--- src/rtl/wlc_pkg.sv ---
// Shared constants for the way locking controller.
// Assumes a two-bit level selector and a two-bit status clear vector.
package wlc_pkg;
    localparam logic [1:0] TGT_L1 = 2'd0;
    localparam logic [1:0] TGT_L2 = 2'd1;
    localparam int CLR_OVL = 0;
    localparam int CLR_UTL = 1;
endpackage

--- src/rtl/wlc_tag_match.sv ---
// Parallel tag compare across the ways of one set.
// Assumes at most one valid way holds a given tag; the lowest match wins.
module wlc_tag_match #(
    parameter int WAYS  = 4,
    parameter int TAG_W = 6,
    localparam int WAY_W = (WAYS > 1) ? $clog2(WAYS) : 1
) (
    input  logic [WAYS-1:0]       valid,
    input  logic [WAYS*TAG_W-1:0] tags,
    input  logic [TAG_W-1:0]      tag,
    output logic                  hit,
    output logic [WAY_W-1:0]      hit_way
);
    logic [WAYS-1:0] eq;

    for (genvar w = 0; w < WAYS; w++) begin : g_cmp
        assign eq[w] = valid[w] && (tags[w*TAG_W +: TAG_W] == tag);
    end

    // Encode the lowest matching way.
    always_comb begin
        hit     = |eq;
        hit_way = '0;
        for (int w = WAYS - 1; w >= 0; w--)
            if (eq[w]) hit_way = WAY_W'(w);
    end
endmodule

--- src/rtl/wlc_victim_sel.sv ---
// Victim choice for one set: first invalid unlocked way, else the oldest
// unlocked way; also reports the oldest way overall for overlock eviction.
// Assumes ages form a permutation, with a larger age meaning older.
module wlc_victim_sel #(
    parameter int WAYS = 4,
    localparam int WAY_W = (WAYS > 1) ? $clog2(WAYS) : 1
) (
    input  logic [WAYS-1:0]       valid,
    input  logic [WAYS-1:0]       lock,
    input  logic [WAYS*WAY_W-1:0] ages,
    output logic                  free_any,
    output logic [WAY_W-1:0]      free_way,
    output logic [WAY_W-1:0]      lru_way
);
    logic             inv_any;
    logic [WAY_W-1:0] inv_way;
    logic [WAY_W-1:0] old_way;
    logic [WAY_W-1:0] old_age;
    logic [WAY_W-1:0] all_age;

    // Scan the set for an empty slot, the oldest unlocked way and the oldest way.
    always_comb begin
        inv_any = 1'b0;
        inv_way = '0;
        old_way = '0;
        old_age = '0;
        lru_way = '0;
        all_age = '0;
        free_any = 1'b0;
        for (int w = 0; w < WAYS; w++) begin
            if (!valid[w] && !lock[w] && !inv_any) begin
                inv_any = 1'b1;
                inv_way = WAY_W'(w);
            end
            if (!lock[w] && (!free_any || ages[w*WAY_W +: WAY_W] > old_age)) begin
                free_any = 1'b1;
                old_way  = WAY_W'(w);
                old_age  = ages[w*WAY_W +: WAY_W];
            end
            if (w == 0 || ages[w*WAY_W +: WAY_W] > all_age) begin
                lru_way = WAY_W'(w);
                all_age = ages[w*WAY_W +: WAY_W];
            end
        end
        free_way = inv_any ? inv_way : old_way;
    end
endmodule

--- src/rtl/wlc_age_upd.sv ---
// Recency rank update for one set: the touched way becomes age 0, and the
// ways younger than it age by one. Assumes the input ages are a permutation.
module wlc_age_upd #(
    parameter int WAYS = 4,
    localparam int WAY_W = (WAYS > 1) ? $clog2(WAYS) : 1
) (
    input  logic [WAYS*WAY_W-1:0] ages_in,
    input  logic                  touch,
    input  logic [WAY_W-1:0]      way,
    output logic [WAYS*WAY_W-1:0] ages_out
);
    logic [WAY_W-1:0] ref_age;

    assign ref_age = ages_in[int'(way)*WAY_W +: WAY_W];

    for (genvar w = 0; w < WAYS; w++) begin : g_age
        // Compute the new rank of one way.
        always_comb begin
            ages_out[w*WAY_W +: WAY_W] = ages_in[w*WAY_W +: WAY_W];
            if (touch) begin
                if (way == WAY_W'(w))
                    ages_out[w*WAY_W +: WAY_W] = '0;
                else if (ages_in[w*WAY_W +: WAY_W] < ref_age)
                    ages_out[w*WAY_W +: WAY_W] = ages_in[w*WAY_W +: WAY_W] + 1'b1;
            end
        end
    end
endmodule

--- src/rtl/way_lock_ctrl.sv ---
// Way locking controller: keeps the valid, tag, lock and recency state of a
// set-associative cache, and serves normal and touch-and-lock requests.
// Also handles overlock eviction, sticky status and flash release of all locks.
// Assumes one request per cycle; the data array lives elsewhere.
module way_lock_ctrl
    import wlc_pkg::*;
#(
    parameter int SETS  = 4,
    parameter int WAYS  = 4,
    parameter int TAG_W = 6,
    localparam int IDX_W = (SETS > 1) ? $clog2(SETS) : 1,
    localparam int WAY_W = (WAYS > 1) ? $clog2(WAYS) : 1
) (
    input  logic             clk,
    input  logic             rst_n,
    input  logic             req_valid,
    input  logic             req_lock,
    input  logic [1:0]       req_target,
    input  logic [IDX_W-1:0] req_index,
    input  logic [TAG_W-1:0] req_tag,
    input  logic             flash_clr,
    input  logic [1:0]       sts_clr,
    output logic             rsp_valid,
    output logic             rsp_hit,
    output logic             rsp_fill,
    output logic             rsp_drop,
    output logic [WAY_W-1:0] rsp_way,
    output logic             fwd_valid,
    output logic             fwd_lock,
    output logic [IDX_W-1:0] fwd_index,
    output logic [TAG_W-1:0] fwd_tag,
    output logic             sts_ovl,
    output logic             sts_utl
);
    logic [WAYS-1:0]       valid_q [SETS];
    logic [WAYS-1:0]       lock_q  [SETS];
    logic [WAYS*TAG_W-1:0] tag_q   [SETS];
    logic [WAYS*WAY_W-1:0] age_q   [SETS];

    logic [WAYS-1:0]       cur_valid, lock_eff, valid_nx, lock_nx;
    logic [WAYS*TAG_W-1:0] cur_tags, tag_nx;
    logic [WAYS*WAY_W-1:0] cur_ages, age_nx;
    logic                  hit, free_any, touch, go_l1;
    logic [WAY_W-1:0]      hit_way, free_way, lru_way, touch_way;
    logic                  d_hit, d_fill, d_drop, ovl_set, utl_set;
    logic [WAY_W-1:0]      d_way;
    logic [SETS*WAYS-1:0]  lock_all;

    assign cur_valid = valid_q[req_index];
    assign cur_tags  = tag_q[req_index];
    assign cur_ages  = age_q[req_index];
    assign lock_eff  = flash_clr ? '0 : lock_q[req_index];
    assign go_l1     = req_valid && (req_target == TGT_L1);
    assign utl_set   = req_valid && req_lock && (req_target > TGT_L2);

    for (genvar s = 0; s < SETS; s++) begin : g_flat
        assign lock_all[s*WAYS +: WAYS] = lock_q[s];
    end

    wlc_tag_match #(.WAYS(WAYS), .TAG_W(TAG_W)) u_match (
        .valid(cur_valid), .tags(cur_tags), .tag(req_tag),
        .hit(hit), .hit_way(hit_way)
    );

    wlc_victim_sel #(.WAYS(WAYS)) u_vsel (
        .valid(cur_valid), .lock(lock_eff), .ages(cur_ages),
        .free_any(free_any), .free_way(free_way), .lru_way(lru_way)
    );

    wlc_age_upd #(.WAYS(WAYS)) u_age (
        .ages_in(cur_ages), .touch(touch), .way(touch_way), .ages_out(age_nx)
    );

    // Decide hit, fill or overlock eviction for a request to this cache.
    always_comb begin
        valid_nx  = cur_valid;
        lock_nx   = lock_eff;
        tag_nx    = cur_tags;
        touch     = 1'b0;
        touch_way = '0;
        d_hit     = 1'b0;
        d_fill    = 1'b0;
        d_drop    = 1'b0;
        d_way     = '0;
        ovl_set   = 1'b0;
        if (go_l1) begin
            if (hit) begin
                d_hit     = 1'b1;
                d_way     = hit_way;
                touch     = 1'b1;
                touch_way = hit_way;
                if (req_lock) lock_nx[hit_way] = 1'b1;
            end else if (free_any) begin
                d_fill    = 1'b1;
                d_way     = free_way;
                d_drop    = cur_valid[free_way];
                touch     = 1'b1;
                touch_way = free_way;
                valid_nx[free_way] = 1'b1;
                lock_nx[free_way]  = req_lock;
                tag_nx[int'(free_way)*TAG_W +: TAG_W] = req_tag;
            end else if (req_lock) begin
                d_drop  = 1'b1;
                d_way   = lru_way;
                ovl_set = 1'b1;
                valid_nx[lru_way] = 1'b0;
                lock_nx[lru_way]  = 1'b0;
            end
        end
    end

    // Hold the per-line state; flash release first, then the request's update.
    always_ff @(posedge clk) begin
        if (!rst_n) begin
            for (int s = 0; s < SETS; s++) begin
                valid_q[s] <= '0;
                lock_q[s]  <= '0;
                tag_q[s]   <= '0;
                for (int w = 0; w < WAYS; w++)
                    age_q[s][w*WAY_W +: WAY_W] <= WAY_W'(w);
            end
        end else begin
            if (flash_clr)
                for (int s = 0; s < SETS; s++) lock_q[s] <= '0;
            if (go_l1) begin
                valid_q[req_index] <= valid_nx;
                lock_q[req_index]  <= lock_nx;
                tag_q[req_index]   <= tag_nx;
                age_q[req_index]   <= age_nx;
            end
        end
    end

    // Register the local response and the forwarded request.
    always_ff @(posedge clk) begin
        if (!rst_n) begin
            rsp_valid <= 1'b0;
            rsp_hit   <= 1'b0;
            rsp_fill  <= 1'b0;
            rsp_drop  <= 1'b0;
            rsp_way   <= '0;
            fwd_valid <= 1'b0;
            fwd_lock  <= 1'b0;
            fwd_index <= '0;
            fwd_tag   <= '0;
        end else begin
            rsp_valid <= go_l1;
            rsp_hit   <= d_hit;
            rsp_fill  <= d_fill;
            rsp_drop  <= d_drop;
            rsp_way   <= d_way;
            fwd_valid <= req_valid && (req_target == TGT_L2);
            fwd_lock  <= req_lock;
            fwd_index <= req_index;
            fwd_tag   <= req_tag;
        end
    end

    // Sticky status with write-1-to-clear; a new event beats a clear.
    always_ff @(posedge clk) begin
        if (!rst_n) begin
            sts_ovl <= 1'b0;
            sts_utl <= 1'b0;
        end else begin
            sts_ovl <= ovl_set || (sts_ovl && !sts_clr[CLR_OVL]);
            sts_utl <= utl_set || (sts_utl && !sts_clr[CLR_UTL]);
        end
    end

    a_r3_lock_served: assert property (@(posedge clk) disable iff (!rst_n)
        req_valid && req_lock && req_target == TGT_L1 |=> rsp_valid && (rsp_hit || rsp_fill || rsp_drop));
    a_r4_ovl_cause: assert property (@(posedge clk) disable iff (!rst_n)
        $rose(sts_ovl) |-> $past(req_valid && req_lock && req_target == TGT_L1) && rsp_drop && !rsp_fill);
    a_r2_utl_cause: assert property (@(posedge clk) disable iff (!rst_n)
        $rose(sts_utl) |-> $past(req_valid && req_lock && req_target > TGT_L2));
    a_r5_ovl_hold: assert property (@(posedge clk) disable iff (!rst_n)
        sts_ovl && !sts_clr[CLR_OVL] |=> sts_ovl);
    a_r5_utl_hold: assert property (@(posedge clk) disable iff (!rst_n)
        sts_utl && !sts_clr[CLR_UTL] |=> sts_utl);
    a_r6_flash_all: assert property (@(posedge clk) disable iff (!rst_n)
        flash_clr && !(req_valid && req_lock) |=> lock_all == '0);
    a_r7_hit_or_fill: assert property (@(posedge clk) disable iff (!rst_n)
        $onehot0({rsp_hit, rsp_fill}));
    a_r2_fwd_local: assert property (@(posedge clk) disable iff (!rst_n)
        fwd_valid |-> !rsp_valid);
endmodule

--- config.mk ---
export PLATFORM = sky130hd
export DESIGN_NAME = way_lock_ctrl
export DESIGN_NICKNAME = d
export VERILOG_FILES = /design/src/rtl/wlc_pkg.sv /design/src/rtl/wlc_tag_match.sv /design/src/rtl/wlc_victim_sel.sv /design/src/rtl/wlc_age_upd.sv /design/src/rtl/way_lock_ctrl.sv
export SDC_FILE = /design/constraint.sdc
export NUM_CORES = 1
export LEC_CHECK = 0
export BUFFER_PORTS_ARGS = -buffer_cell sky130_fd_sc_hd__buf_2
export CORE_MARGIN = 3
export CORE_UTILIZATION = 35
export CTS_CLUSTER_SIZE = 10
export DETAILED_ROUTE_END_ITERATION = 8
export SYNTH_ARGS = -nofsm -noshare
export SYNTH_HDL_FRONTEND = slang
export SYNTH_SLANG_ARGS = --single-unit
--- constraint.sdc ---
create_clock -name clk -period 12.5 [get_ports clk]
set_input_delay 1.25 -clock clk [delete_from_list [all_inputs] [get_ports clk]]
set_output_delay 1.25 -clock clk [all_outputs]
set_load 0.02 [all_outputs]
[After elaboration in Yosys (flattened, before gate mapping)]
Memories as Yosys holds them, arrays and structs flattened.
Cells that the tools add are included.
Storage, ports and cells
  bits in writable memories: 160
  logic and storage cells: 208
  input bits: 17
  memories kept: 4
  register bits: 18
Cells by class
  bitwise operators: 11
  order comparisons: 17
  shifts and indexed selects: 3
  reduce and logical (&&, ||, !) cells: 51
  equal/unequal tests: 8
  $mul: 1
  mux-type cells: 97
  $add $sub $neg: 5
Memory list
  tag_q: depth 4, bits a word 24, rd ports 1, clocked after memory_dff 0, write ports 4, RTL line way_lock_ctrl.sv:37  | logic [WAYS*TAG_W-1:0] tag_q [SETS];
  age_q: depth 4, bits a word 8, rd ports 1, clocked after memory_dff 0, write ports 4, RTL line way_lock_ctrl.sv:38  | logic [WAYS*WAY_W-1:0] age_q [SETS];
  lock_q: depth 4, bits a word 4, rd ports 1, clocked after memory_dff 0, write ports 5, RTL line way_lock_ctrl.sv:36  | logic [WAYS-1:0] lock_q [SETS];
  valid_q: depth 4, bits a word 4, rd ports 1, clocked after memory_dff 0, write ports 4, RTL line way_lock_ctrl.sv:35  | logic [WAYS-1:0] valid_q [SETS];
Operators by type and width (number)
  2-to-1 mux 24 bit: 4
  2-to-1 mux 2 bit: 37
  2-to-1 mux 4 bit: 15
  2-to-1 mux 1 bit: 34
  negator 5 -> 33 bit: 1
  variable shift 6 x 33 -> 24 bit (first input constant): 1
  variable part select 6 x 33 -> 24 bit: 1
  bitwise mux 24 bit: 1
  == test 6 bit: 4
  OR reduction 24 bit: 1
  logical AND 1 bit: 23
  logical NOT 1 bit: 15
  greater-than comparator 2 bit: 6
  less-than comparator 2 x 3 -> 1 bit (second input constant): 3
  adder 2 x 1 -> 2 bit (second input constant): 4
  AND 4 bit: 2
  less-than comparator 2 bit: 4
  2-to-1 mux 8 bit: 1
  bitwise OR 4 bit: 2
  OR reduction 4 bit: 2
  OR reduction 8 bit: 1
  variable part select 8 x 4 -> 2 bit: 1
  demux 1 bit (select 2 bit): 3
  greater-or-equal comparator 2 x 1 -> 1 bit (second input constant): 3
  13 further kinds: 24

[Depth between registers and ports, before layout]
Gate-level depths: netlist (run 1).
An unclocked memory read counts as a cell.
  word-level depth: 25
  mapped depth: 34
  depth with buffers taken out: 30

[By module]
Synthesis (run 1) repeated with hierarchy kept, for this count alone.
Unflattened totals
  cells, all modules: 793
  area, all modules: 9780.6 µm²
Modules (own cells, without submodules)
  way_lock_ctrl: cells an instance 637, area each 8555.7 µm², sequential area each 5165.0 µm², times used 1
  wlc_victim_sel: cells an instance 69, area each 534.3 µm², sequential area each 0.0 µm², times used 1
  wlc_age_upd: cells an instance 48, area each 351.6 µm², sequential area each 0.0 µm², times used 1
  wlc_tag_match: cells an instance 39, area each 339.1 µm², sequential area each 0.0 µm², times used 1

[Worst setup path after synthesis (run 1)]
Ideal clock, no wire load.
  path type: in2reg
  start point: input port req_index[0]
  end point: memory age_q[2][7] (netlist name), data pin
  cell stages on the path: 31
  arrival: 7.807 ns
  slack: 4.429 ns
  cell sequence: buf_6 > buf_12 > buf_6 > buf_6 > buf_4 > mux4_2 > ha_1 > nor2b_1 > a2bb2oi_1 > inv_1 > a21oi_1 > a32oi_1 > ha_1 > nor2b_1 > o21ai_0 > a21oi_1 > mux2_2 > ha_1 > nor2b_1 > o21ai_0 > a22oi_1 > a311oi_2 > a31oi_4 > o211ai_4 > o21ai_0 > o21ai_0 > ha_1 > or4_1 > xnor2_1 > nand2_1 > nand2_1
RTL lines
  start, declared: RTL line way_lock_ctrl.sv:19  | input logic [IDX_W-1:0] req_index,
  end, declared: RTL line way_lock_ctrl.sv:38

==> results of run 1 <==
## through the flow
stage	std cells	hold WS, ps
3_5_place_dp	1136	486.3
3_3_place_gp	1136	465.5
4_1_cts	1168	494.2
5_1_grt	1168	530.6
2_1_floorplan	797	550.6
6_report	1168	484.6
## path summary, 6_finish.rpt
path                startpoint           to  slack [ps]  cells after the start
hold / removal         sts_utl      sts_utl         480                      2
setup reg to reg  lock_q[1][0]  age_q[1][0]        5030                     28
hold reg to reg        sts_utl      sts_utl         480                      2
setup / recovery  req_index[1]  age_q[1][0]        3910                     29
## layer usage
metal | global-route usage (%) | vias up | part of all wire [%]
met3 | 3.298 | 45 | 5.8
met2 | 29.54 | 216 | 49
met5 | 0 | - | 0
li1 | - | 2942 | -
met4 | 6.490 | 0 | 3.1
met1 | 22.66 | 3147 | 42
## logic make-up (layout without fill, tap and decap cells)
| kind of cell | count (synthesis) | after routing | share of synthesized area, % |
|---|---|---|---|
| buf+inv | 72 | 108 | 3.827 |
| fa+ha+maj | 26 | 26 | 3.443 |
| flops | 178 | 178 | 54.67 |
| compound gates | 109 | 109 | 8.449 |
| simple gates | 333 | 333 | 16.30 |
| mux | 51 | 51 | 10.71 |
| xor+xnor | 28 | 28 | 2.596 |
## cell type report
| type | count | area (sq um) |
|---|---|---|
| Clock buffer | 17 | 425.4 |
| Clock inverter | 15 | 143.9 |
| Fill cell | 2535 | 15820 |
| Inverter | 29 | 108.9 |
| Multi-Input combinational cell | 547 | 3926 |
| Sequential cell | 178 | 5165 |
| Tap cell | 335 | 419.2 |
| Timing Repair Buffer | 47 | 267.8 |
## state kept, by name, summed over array words and instances (netlist names)
name	count
tag_q	96
valid_q	16
rsp_drop	1
lock_q	16
fwd_lock	1
fwd_valid	1
rsp_fill	1
age_q	32
rsp_valid	1
fwd_index	2
rsp_way	2
sts_utl	1
fwd_tag	6
rsp_hit	1
sts_ovl	1
## placed cells by master, fill, tap and decap left out, types with 14 or more instances in the layout
cell type    n
a21oi_1     23
a31oi_1     15
and2_1      17
and3_1      14
buf_2       34
clkbuf_16   17
dfxtp_1     18
edfxtp_1   160
ha_1        26
inv_1       26
mux4_2      26
nand2_1     55
nand3_1     16
nor2_1     167
nor2b_1     19
o21ai_0     23
xnor2_1     25
## report_power, final
group,switching (W),internal (W),total (W),leakage [nW]
Combinational,0.000124,0.0000673,0.000192,1.82
Sequential,0.00000503,0.000668,0.000673,1.76
Clock,0.000258,0.000264,0.000522,0.272
## worst register-to-register path: cells and delay by family (launching register included)
family,cells,cell delay (ps)
AO/OA/AOI/OAI,15,3870
adder cells (fa/ha/maj),4,1270
AND/OR/NAND/NOR,6,940
multiplexers,2,670
flip-flops,1,360
buffers and inverters,1,70
==> flow_summary.yaml, run 1 <==
global_route:
  grt_pass1_wl_um: 38280
  overflow: 0
  grt_max_degree: 43
  antenna_found_initial: 0
  grt_util_all_layers_pct: 17.55
  first_global_vias: 6484
placement:
  port_buffers: 34
  gp_congestion: 0.8466
  placed_cell_area_sq_mm: 0.009887
  hpwlAfterDp_um: 15860
  dp_slack_ps: 3512
timing:
  hold_viol: 0
  timing_max_transition_violations_final: 0
  worstMarginPinSlew_ps: 970.8
  period_needed_ps: 8594
  fmax_mhz: 116.4
  tns_ps: 0
  slew_headroom_pct: 34.78
  finClkSkew_ps: 9.737
  grt_setup_unrepaired: "false"
  setup_violations: 0
  fin_ws_ps: 3906
  post-route-period-util_pct: 68.75
cts:
  cts_resized: 0
  htreeDepth: 4
  postCtsSetupBuffers: 0
  cts_made_buffers: 17
  path_clk_slew_ps: 80
  cts_tree: "done"
  clockRootBuffer: "clkbuf_16"
  cts_max_path_buffers: 2
  clk_latency_ps: 440
  ctsHoldBuffers: 0
  cts_sinks: 178
synthesis:
  yosys.area.top_type: "edfxtp_1"
  synth_edf_count: 160
  synthArstFlopShare_pct: 0
  syn_nets: 840
  syn_avg_cell_area_sq_um: 11.85
  synth_seq_cells: 178
  netlist.area_leader.share_pct: 50.85
  synth_warnings: 0
  synth_common_cells: "167 x nor2_1, 160 x edfxtp_1, 55 x nand2_1"
  synth_top_flop_cell: "edfxtp_1"
  post-synth-top-count-cell: "nor2_1"
  syn-cell-area_sq_mm: 0.009448
  netlist_instances: 797
  synth.distinct_cells: 74
  ys_seq_area_share_pct: 54.67
  yosys-top-cells-area: "edfxtp_1 51%, nor2_1 6.6%, mux4_2 6.2%"
power_and_ir_drop:
  power_density_mw_per_mm2: 132.6
  p_leak_nw: 3.854
  vdd_drop_max_mv: 0.09058
  p_total_w: 0.001387
worst_setup_path:
  slowest_stage: "buf_4"
  crit_required_ps: 12660
  slowest_delay_ps: 580
  cp-start-kind: "input port"
  cp_max_fo: 42
  crit_buf_inv: 3
  cp_top_family: "compound AO/OA/AOI/OAI gates"
  cp.arrival_ps: 8750
  end_kind: "flip-flop"
  worstSetupPathType: "in -> reg"
hold_path:
  hp-class: "reg -> reg"
run_status:
  outcome: "finished clean"
detailed_routing:
  ant_nets: 0
  dr.first_iter.drc_count: 540
  via_per_inst: 5.437
  via_count: 6350
  firstDrtPassIters: 5
  wl_per_cell_um: 20.95
  routed_wl_um: 24470
  drc: 0
final_layout:
  drive_gt1_share_pct: 17.17
  design_area_sq_mm: 0.01046
  fin_nets: 863
  final_core_util_pct: 39.79
  area_growth_syn_to_layout_pct: 10.67
  num_antenna_cells: 0
floorplan:
  dieHeight_um: 170.3
  io_pins: 35
  start_util_pct: 35.95
  num_rows: 59
  core_area_sq_mm: 0.02628
  die-area_sq_mm: 0.02900
  die_x_um: 170.3
flow_run:
  cap_violations: 0
(Power assumes the default switching activity.)
==> run 2: changes to the inputs <==
==> constraint.sdc (replaced) <==
create_clock -name clk -period 8.7 [get_ports clk]
set_input_delay 0.87 -clock clk [delete_from_list [all_inputs] [get_ports clk]]
set_output_delay 0.87 -clock clk [all_outputs]
set_load 0.02 [all_outputs]
==> flow_summary.yaml, run 2 (synthesis results as in run 1) <==
worst_setup_path:
  cp-start-kind: "input port"
  crit_required_ps: 8870
  cp_max_fo: 15
  worstSetupPathType: "in -> reg"
  end_kind: "flip-flop"
  cp.arrival_ps: 8020
  slowest_stage: "mux4_2"
  slowest_delay_ps: 660
  crit_buf_inv: 2
  cp_top_family: "compound AO/OA/AOI/OAI gates"
cts:
  cts_max_path_buffers: 2
  clk_latency_ps: 430
  clockRootBuffer: "clkbuf_16"
  cts_made_buffers: 17
  postCtsSetupBuffers: 0
  cts_tree: "done"
  ctsHoldBuffers: 0
  cts_resized: 0
  path_clk_slew_ps: 70
  cts_sinks: 178
  htreeDepth: 4
global_route:
  overflow: 0
  first_global_vias: 6427
  antenna_found_initial: 1
  grt_pass1_wl_um: 37480
  grt_util_all_layers_pct: 17.27
  grt_max_degree: 37
timing:
  finClkSkew_ps: 14.57
  hold_viol: 0
  setup_violations: 0
  worstMarginPinSlew_ps: 996.4
  period_needed_ps: 7849
  fmax_mhz: 127.4
  grt_setup_unrepaired: "false"
  finalHoldWorstSlack_ps: 481.8
  slew_headroom_pct: 32.96
  timing_max_transition_violations_final: 0
  post-route-period-util_pct: 90.22
  tns_ps: 0
detailed_routing:
  via_count: 6339
  routed_wl_um: 24260
  dr.first_iter.drc_count: 633
  drc: 0
  ant_nets: 0
  wl_per_cell_um: 20.72
  firstDrtPassIters: 5
  via_per_inst: 5.413
final_layout:
  largest_register_ffs: 96
  top_regs: "tag_q: 96 flops, age_q: 32 flops"
  layout_common_cells: "167 x nor2_1, 160 x edfxtp_1, 55 x nand2_1"
  fillers: 2496
  regMostFlops: "tag_q"
  area_growth_syn_to_layout_pct: 11.14
  final_common_cell: "nor2_1"
  drive_gt1_share_pct: 17.37
  fin_nets: 865
placement:
  hpwlAfterDp_um: 15910
  port_buffers: 34
  gp_congestion: 0.8860
power_and_ir_drop:
  p_total_w: 0.002022
  power_density_mw_per_mm2: 192.6
  p_leak_nw: 3.875
  vdd_drop_max_mv: 0.09719
floorplan:
  start_util_pct: 35.95
  die-area_sq_mm: 0.02900
  die_x_um: 170.3
  num_rows: 59
  core_area_sq_mm: 0.02628
  dieHeight_um: 170.3
  io_pins: 35
run_status:
  outcome: "finished clean"
hold_path:
  hp-class: "reg -> reg"
flow_run:
  cap_violations: 0
run 2: cell types whose count changed in the layout (fill, tap and decap cells not counted):
cell | before | now
buf_4 | 13 | 15
bufinv_16 | 0 | 1
clkinv_1 | 3 | 2
clkinv_2 | 0 | 1
clkinv_4 | 3 | 2
clkinv_8 | 2 | 3
diode_2 | 0 | 1
inv_8 | 4 | 3
or3_1 | 1 | 2
or3_2 | 1 | 0
run 2: metal layers:
| layer | GRT usage [%] | part of all wire, % | vias up |
|---|---|---|---|
| met1 | 22.76 | 42 | 3150 |
| li1 | - | - | 2947 |
| met2 | 28.64 | 49 | 210 |
| met3 | 3.670 | 6.4 | 32 |
| met4 | 5.538 | 2.2 | 0 |
| met5 | 0 | 0 | - |
run 2: worst min-delay path, delay by kind of cell (launching register included):
family          cells  cell delay, ps
compound gates      1              60
flops               1             310
simple gates        1              60
run 2: power breakdown:
part	internal (W)	switching, W
registers	0.000960	0.00000725
logic	0.0000975	0.000179
clock network	0.000409	0.000370
run 2: layout make-up:
class                   instances  area (sq um)  share of cell area, %
repair buffers                 49         282.8                  2.693
inverters                      29         108.9                  1.037
well taps                     335         419.2                  3.992
multi-input cells             547          3925                  37.38
flip-flops and latches        178          5165                  49.19
diodes                          1         2.502                0.02383
clock inverters                15         171.4                  1.632
clock buffers                  17         425.4                  4.051
run 2: final timing paths:
| check | start | endpoint | slack, ps | cells after the start |
|---|---|---|---|---|
| worst min register to register | sts_utl | sts_utl | 480 | 2 |
| worst max-delay path | req_index[0] | age_q[0][4] | 850 | 28 |
| worst min-delay path | sts_utl | sts_utl | 480 | 2 |
| worst max register to register | age_q[3][0] | age_q[0][4] | 1390 | 27 |
run 2: through the flow:
step / worst slack [ps] / util, % / std cells / area [sq um]
5_1_grt: 265.5 / 39.94 / 1170 / 10500
2_1_floorplan: 1009 / - / 797 / 9448
6_report: 850.9 / 39.95 / 1171 / 10500
4_1_cts: 918.2 / 39.94 / 1170 / 10500
3_5_place_dp: 500.1 / 37.67 / 1138 / 9901
3_3_place_gp: 651.6 / 37.67 / 1138 / 9901
==> run 3: changes to the inputs <==
--- a/config.mk
+++ b/config.mk
@@ -10,6 +10,7 @@
 export CORE_UTILIZATION = 35
 export CTS_CLUSTER_SIZE = 10
 export DETAILED_ROUTE_END_ITERATION = 8
+export MAX_ROUTING_LAYER = met4
 export SYNTH_ARGS = -nofsm -noshare
 export SYNTH_HDL_FRONTEND = slang
 export SYNTH_SLANG_ARGS = --single-unit
==> flow_summary.yaml, run 3 (synthesis results as in run 1) <==
timing:
  tns_ps: 0
  timing_max_transition_violations_final: 0
  hold_viol: 0
  finalHoldWorstSlack_ps: 481.7
  worstMarginPinSlew_ps: 1031
  slew_headroom_pct: 30.61
  grt_setup_unrepaired: "false"
  period_needed_ps: 7867
  post-route-period-util_pct: 90.43
  finClkSkew_ps: 14.38
  setup_violations: 0
  fmax_mhz: 127.1
worst_setup_path:
  cp.arrival_ps: 8050
  end_kind: "flip-flop"
  crit_required_ps: 8880
  slowest_delay_ps: 660
  cp_max_fo: 15
  slowest_stage: "mux4_2"
  cp_top_family: "compound AO/OA/AOI/OAI gates"
  cp-start-kind: "input port"
  worstSetupPathType: "in -> reg"
  crit_buf_inv: 2
  rr_endpoint: "age_q[3][4]"
  r2r_start: "age_q[3][0]"
  reg2reg_slack_ps: 1370
  r2r_cells: 27
floorplan:
  start_util_pct: 35.95
  die_x_um: 170.3
  die-area_sq_mm: 0.02900
  core_area_sq_mm: 0.02628
  dieHeight_um: 170.3
  io_pins: 35
  num_rows: 59
hold_path:
  hold_start: "sts_utl"
  min_to: "sts_utl"
  min_path_cells: 2
  hp-class: "reg -> reg"
flow_run:
  cap_violations: 0
detailed_routing:
  drc: 0
  ant_nets: 0
  dr.first_iter.drc_count: 602
  via_per_inst: 5.442
  wl_per_cell_um: 20.72
  routed_wl_um: 24260
  firstDrtPassIters: 5
  via_count: 6373
power_and_ir_drop:
  internal-power_w: 0.001466
  p_switching_w: 0.0005605
  swShare_pct: 27.66
  p_total_w: 0.002026
  power_density_mw_per_mm2: 193.0
  vdd_drop_max_mv: 0.09954
  clockPowerShare_pct: 38.6
  p_leak_nw: 3.875
  pwr-share-comb_pct: 13.7
  pwr-share-seq_pct: 47.7
cts:
  cts_max_path_buffers: 2
  cts_made_buffers: 17
  htreeDepth: 4
  cts_sinks: 178
  path_clk_slew_ps: 70
  clk_latency_ps: 440
  postCtsSetupBuffers: 0
  ctsHoldBuffers: 0
  cts_resized: 0
  cts_tree: "done"
  clockRootBuffer: "clkbuf_16"
final_layout:
  final_common_cell: "nor2_1"
  top_regs: "tag_q: 96 flops, age_q: 32 flops"
  layout_common_cells: "167 x nor2_1, 160 x edfxtp_1, 55 x nand2_1"
  regMostFlops: "tag_q"
  largest_register_ffs: 96
  fin_nets: 865
  area_growth_syn_to_layout_pct: 11.14
  drive_gt1_share_pct: 17.37
global_route:
  antenna_found_initial: 1
  grt_pass1_wl_um: 37470
  first_global_vias: 6411
  grt_max_degree: 37
  grt_util_all_layers_pct: 17.79
  overflow: 0
run_status:
  outcome: "finished clean"
placement:
  gp_congestion: 0.9009
  hpwlAfterDp_um: 15910
  port_buffers: 34
[run 3: cell counts in the layout (fill, tap and decap cells not counted)]
No cell type changed its count.
[run 3: worst max path at each step]
stage / from / endpoint / slack [ps] / cells after the start
after detailed placement: req_index[0] / age_q[3][4] / 500 / 28
after floorplan: req_index[0] / age_q[2][7] / 1010 / 31
after global placement: req_index[0] / age_q[3][4] / 650 / 28
final: req_index[0] / age_q[3][4] / 830 / 28
after global routing: req_index[0] / age_q[2][4] / 260 / 28
after CTS: req_index[0] / age_q[3][4] / 920 / 28
[run 3: final cells by class]
cell class | count | area (sq um)
multi-input combinational | 547 | 3925
clock inverter | 15 | 171.4
tap | 335 | 419.2
fill | 2496 | 15780
clock buffer | 17 | 425.4
antenna | 1 | 2.502
timing repair buffer | 49 | 282.8
inverter | 29 | 108.9
sequential | 178 | 5165
[run 3: per-layer routing]
metal	vias up	share of wire, %	global-route usage (%)
li1	2945	-	-
met1	3172	43	22.75
met2	216	49	28.64
met3	40	6.1	3.600
met4	0	2.3	5.644
met5	-	0	-
[run 3: metrics by stage]
step / instances / cell area (sq um) / worst slack (ps) / util (%)
floorplan: 797 / 9448 / 1009 / -
global placement: 1138 / 9901 / 651.6 / 37.67
detailed placement: 1138 / 9901 / 500.1 / 37.67
CTS: 1170 / 10500 / 918.2 / 39.94
global route: 1171 / 10500 / 264.9 / 39.95
finish: 1171 / 10500 / 832.8 / 39.95
[run 3: power groups by stage]
stage / registers, W / clock network [W] / logic (W)
after floorplan: 0.000988 / 0 / 0.000200
after global placement: 0.000985 / 0 / 0.000270
after detailed placement: 0.000987 / 0 / 0.000274
after CTS: 0.000967 / 0.000792 / 0.000276
after global routing: 0.000969 / 0.000830 / 0.000303
final: 0.000967 / 0.000782 / 0.000277
[run 3: worst reg2reg max path: stages (launching register included)]
cell,delay (ps)
edfxtp_1,370
mux4_2,570
and2_1,230
ha_1,180
nor2b_1,110
a2bb2oi_1,350
inv_1,70
a21oi_1,190
a32oi_1,100
ha_1,310
nor2b_1,120
o21ai_0,140
a21oi_1,320
mux2_2,380
ha_1,280
nor2b_1,130
o21ai_0,210
a22oi_1,160
a311oi_2,340
a31oi_4,260
o211ai_4,400
o21ai_0,120
o21ai_0,420
ha_1,340
nor4_1,490
nor4b_2,120
a22oi_2,280
nor2_1,70
